**src/rtl/pag_pkg.sv**
```systemverilog
package pag_pkg;
  typedef enum logic [1:0] {
    KIND_DP  = 2'd0,
    KIND_STK = 2'd1,
    KIND_ABS = 2'd2,
    KIND_VEC = 2'd3
  } acc_kind_e;
endpackage

```
**src/rtl/page_reg.sv**
```systemverilog
module page_reg #(
  parameter int              W       = 16,
  parameter logic [W-1:0]    RST_VAL = '0
) (
  input  logic         clk,
  input  logic         rst,
  input  logic         ld,
  input  logic [W-1:0] d,
  output logic [W-1:0] q
);
  always_ff @(posedge clk) begin
    if (rst)     q <= RST_VAL;
    else if (ld) q <= d;
  end
endmodule

```
**src/rtl/vec_addr.sv**
```systemverilog
module vec_addr #(
  parameter int ADDR_W = 32
) (
  input  logic [1:0]        sel,
  input  logic              hi,
  output logic [ADDR_W-1:0] addr
);
  logic [1:0] sel_eff;
  logic [3:0] low;

  always_comb begin
    sel_eff = (sel == 2'd3) ? 2'd2 : sel;
    low     = 4'hA + {1'b0, sel_eff, 1'b0} + {3'b000, hi};
    addr    = {{(ADDR_W-4){1'b1}}, low};
  end
endmodule

```
**src/rtl/page_addr_gen.sv**
```systemverilog
module page_addr_gen
  import pag_pkg::*;
#(
  parameter int ADDR_W = 32,
  parameter int OFS_W  = 16,
  parameter int DP_RST = 0,
  parameter int SP_RST = 1
) (
  input  logic                    clk,
  input  logic                    rst,
  input  logic [1:0]              acc_kind,
  input  logic [OFS_W-1:0]        ofs,
  input  logic [ADDR_W-1:0]       abs_addr,
  input  logic [1:0]              vec_sel,
  input  logic                    vec_hi,
  input  logic                    dp_load,
  input  logic                    sp_load,
  input  logic [ADDR_W-OFS_W-1:0] load_data,
  output logic [ADDR_W-1:0]       addr,
  output logic [ADDR_W-OFS_W-1:0] dp_page,
  output logic [ADDR_W-OFS_W-1:0] sp_page
);
  localparam int PAGE_W = ADDR_W - OFS_W;

  logic [ADDR_W-1:0] vec_a;
  logic [ADDR_W-1:0] next_addr;
  acc_kind_e         kind;

  page_reg #(.W(PAGE_W), .RST_VAL(PAGE_W'(DP_RST))) i_dp_reg (
    .clk(clk), .rst(rst), .ld(dp_load), .d(load_data), .q(dp_page)
  );

  page_reg #(.W(PAGE_W), .RST_VAL(PAGE_W'(SP_RST))) i_sp_reg (
    .clk(clk), .rst(rst), .ld(sp_load), .d(load_data), .q(sp_page)
  );

  vec_addr #(.ADDR_W(ADDR_W)) i_vec (
    .sel(vec_sel), .hi(vec_hi), .addr(vec_a)
  );

  always_comb begin
    kind = acc_kind_e'(acc_kind);
    unique case (kind)
      KIND_DP:  next_addr = {dp_page, ofs};
      KIND_STK: next_addr = {sp_page, ofs};
      KIND_ABS: next_addr = abs_addr;
      default:  next_addr = vec_a;
    endcase
  end

  always_ff @(posedge clk) begin
    if (rst) addr <= '0;
    else     addr <= next_addr;
  end
endmodule

```
**config.mk**
```make
export PLATFORM = sky130hd
export DESIGN_NAME = page_addr_gen
export DESIGN_NICKNAME = d
export VERILOG_FILES = /design/src/rtl/pag_pkg.sv /design/src/rtl/page_reg.sv /design/src/rtl/vec_addr.sv /design/src/rtl/page_addr_gen.sv
export SDC_FILE = /design/constraint.sdc
export NUM_CORES = 1
export LEC_CHECK = 0
export ABC_CLOCK_PERIOD_IN_PS = 1990
export BUFFER_PORTS_ARGS = -buffer_cell sky130_fd_sc_hd__buf_4
export CAP_MARGIN = 20
export CORE_UTILIZATION = 50
export DETAILED_ROUTE_END_ITERATION = 10
export MAX_ROUTING_LAYER = met4
export PLACE_DENSITY = 0.89
export SLEW_MARGIN = 20
export SYNTH_ARGS = -nofsm -noshare
export SYNTH_HDL_FRONTEND = slang
export SYNTH_HIERARCHICAL = 1
export SYNTH_SLANG_ARGS = --single-unit
export TNS_END_PERCENT = 1
```
**constraint.sdc**
```tcl
create_clock -name clk -period 1.99 [get_ports clk]
set_input_delay 0.0995 -clock clk [delete_from_list [all_inputs] [get_ports clk]]
set_output_delay 0.0995 -clock clk [all_outputs]
set_load 0.02 [all_outputs]
```
==> run_results.csv <==
group,metric,value,unit
sta,setup_viol,0,
global_routing,grtUsageTotal,22.6,%
cts,cts_setup_buffers,0,
sta,tightest_slew,0.644,ns
critical_path,crit_fanout,50,
die,initial_core_util,52.6,%
drt,vias,2335,
synth,syn_avg_cell_area,10.4,µm²
cts,h-tree-depth,3,
finish,areaGrowthSynthToFinish,34.2,%
pwr,p_leak,0.00200,µW
die,die_h,78.6,µm
critical_path,crit_path_start_kind,"input pin",
drt,wl_per_cell,13.8,µm
finish,post-route-util,70.5,%
sta,finalMaxSlewViolations,0,
sta,slew_headroom,57.0,%
drt,routed_wl,6640,µm
synth,synth.distinct_cells,16,
sta,rsz0062_at_grt,"false",
global_routing,grt_pass1_wl,10400,µm
critical_path,endpoint_kind,"register",
cts,clock-sinks,64,
placement,dp_slack,0.525,ns
sta,worst_slack,0.876,ns
cts,worstSkewPairLatency,0.32,ns
sta,fin_skew,0.00513,ns
sta,fmax,898,MHz
global_routing,antenna_found_initial,0,
cts,cts_buffers,9,
sta,setup_tns,0,ns
pwr,ir_worst_vdd,474,µV
sta,hold_viol,0,
critical_path,crit_arrival,1.29,ns
die,die_width,78.6,µm
placement,dp.cells,466,
flow_run,max-cap-violations,0,
synth,syn_inst,283,
finish,layout.nets,479,
cts,max-clock-path-buffers,2,
worst_hold_path,hold_class,"input pin to register",
finish,fillCellCount,449,
synth,synth_area,2930,µm²
sta,final.min_clock_period,1.11,ns
drt,drt_iter0_markers,50,
finish,layout_commonest_cell,"buf_4",
cts,clkTransAtPathRegs,0.06,ns
die,dieArea,6170,µm²
drt,drc,0,
cts,ctsResizeCount,0,
synth,ys_seq_area_share,43.7,%
critical_path,path_class,"input pin to register",
status,status,"finished clean",
finish,finalNonFillerCells,482,
placement,portBuffers,136,
finish,diodes,0,
placement,dp_hpwl,4850,µm
cts,cts_tree,"built",
finish,final_cell_mix,"136 x buf_4, 79 x mux2i_1, 64 x dfxtp_1, 47 x nor2_1, 29 x conb_1",
drt,via_per_inst,4.84,
die,core,5570,µm²
drt,firstDrtPassIters,4,
sta,fin_crit_sh,56.0,%
global_routing,grt_pass1_vias,2235,
finish,layout-drive-gt1-share,36.8,%
pwr,powerDensity,761,nW/µm²
placement,gp_congestion,0.749,
synth,ys_warn_count,6,
finish,multi_input_area,1340,µm²
finish,register_area,1280,µm²
die,fp-row-count,27,
cts,cts-root-buf,"clkbuf_8",
synth,synth-seq-cells,64,
drt,ant_nets,0,
global_routing,grt_max_degree,51,
critical_path,required,2.17,ns
global_routing,overflow,0,
die,num_io_pins,137,
## state kept, by name (all words and copies together) (netlist names)
signal      flops
i_dp_reg/q     16
i_sp_reg/q     16
addr           32
## cell families (layout without fill, tap and decap cells)
group	after synthesis	after routing	synth area share, %
and+or+nand+nor	52	52	7.09
other	1	29	0.128
buffers and inverters	54	153	14.3
muxes	79	79	27.0
AOI/OAI and AO/OA	33	33	7.81
DFF	64	64	43.7
## where the power goes
part           switching, µW  total [µW]  internal [µW]  leakage, µW
Clock                    461         970            509    0.0000882
Sequential              46.2        1410           1370     0.000530
Combinational            306         608            302      0.00139
Total                    813        2990           2180      0.00200
## area by class of cell
cell class | count | area share (%)
Multi-Input combinational cell | 193 | 34.0
Sequential cell | 64 | 32.6
Timing Repair Buffer | 138 | 26.7
Clock buffer | 12 | 3.95
Tap cell | 72 | 2.29
Clock inverter | 3 | 0.446
## critical path: stages
cell      delay (ns)
buf_4           0.41
nand2b_1        0.60
o22ai_1         0.17
## worst paths after layout
path         slack [ns]  depth (start not counted)             end     startpoint
max                0.88                          3        addr[26]            rst
min                0.02                          3  i_dp_reg/q[11]  load_data[11]
min reg2reg        0.53                          2   i_sp_reg/q[4]  i_sp_reg/q[4]
max reg2reg        1.15                          2   i_sp_reg/q[0]  i_sp_reg/q[0]
## per-layer routing
metal	vias up	track usage [%]	share of wire (%)
met2	103	37.4	48
met3	13	5.93	7.5
met5	-	-	0
met4	0	11.3	2.1
li1	1170	-	-
met1	1049	25.1	42
## stage by stage
stage                     hold WS [ns]  total power, µW  cell area (µm²)
after floorplan                  0.222             1820             3040
after global placement           0.324             2030             3750
after detailed placement         0.324             2050             3750
after CTS                      0.00630             3020             3930
after global routing            0.0267             3130             3930
final                           0.0188             2990             3930
## synthesized netlist by cell type, drive strengths merged
library cell	instances	area share, %
clkbuf	4	0.51
buf	50	14
mux2i	79	27
conb	1	0.13
nand2b	2	0.43
a211o	1	0.30
o22ai	16	3.4
nor2b	1	0.21
dfxtp	64	44
or2	2	0.43
a211oi	16	4.1
nor2	47	6.0
## what timing repair did
item | CTS | global route
setup endpoints to repair | 0 | 0
hold buffers | 1 | 0
endpoints found under the hold margin | 1 | 0
Note: power is estimated with default switching activity, not from simulation.
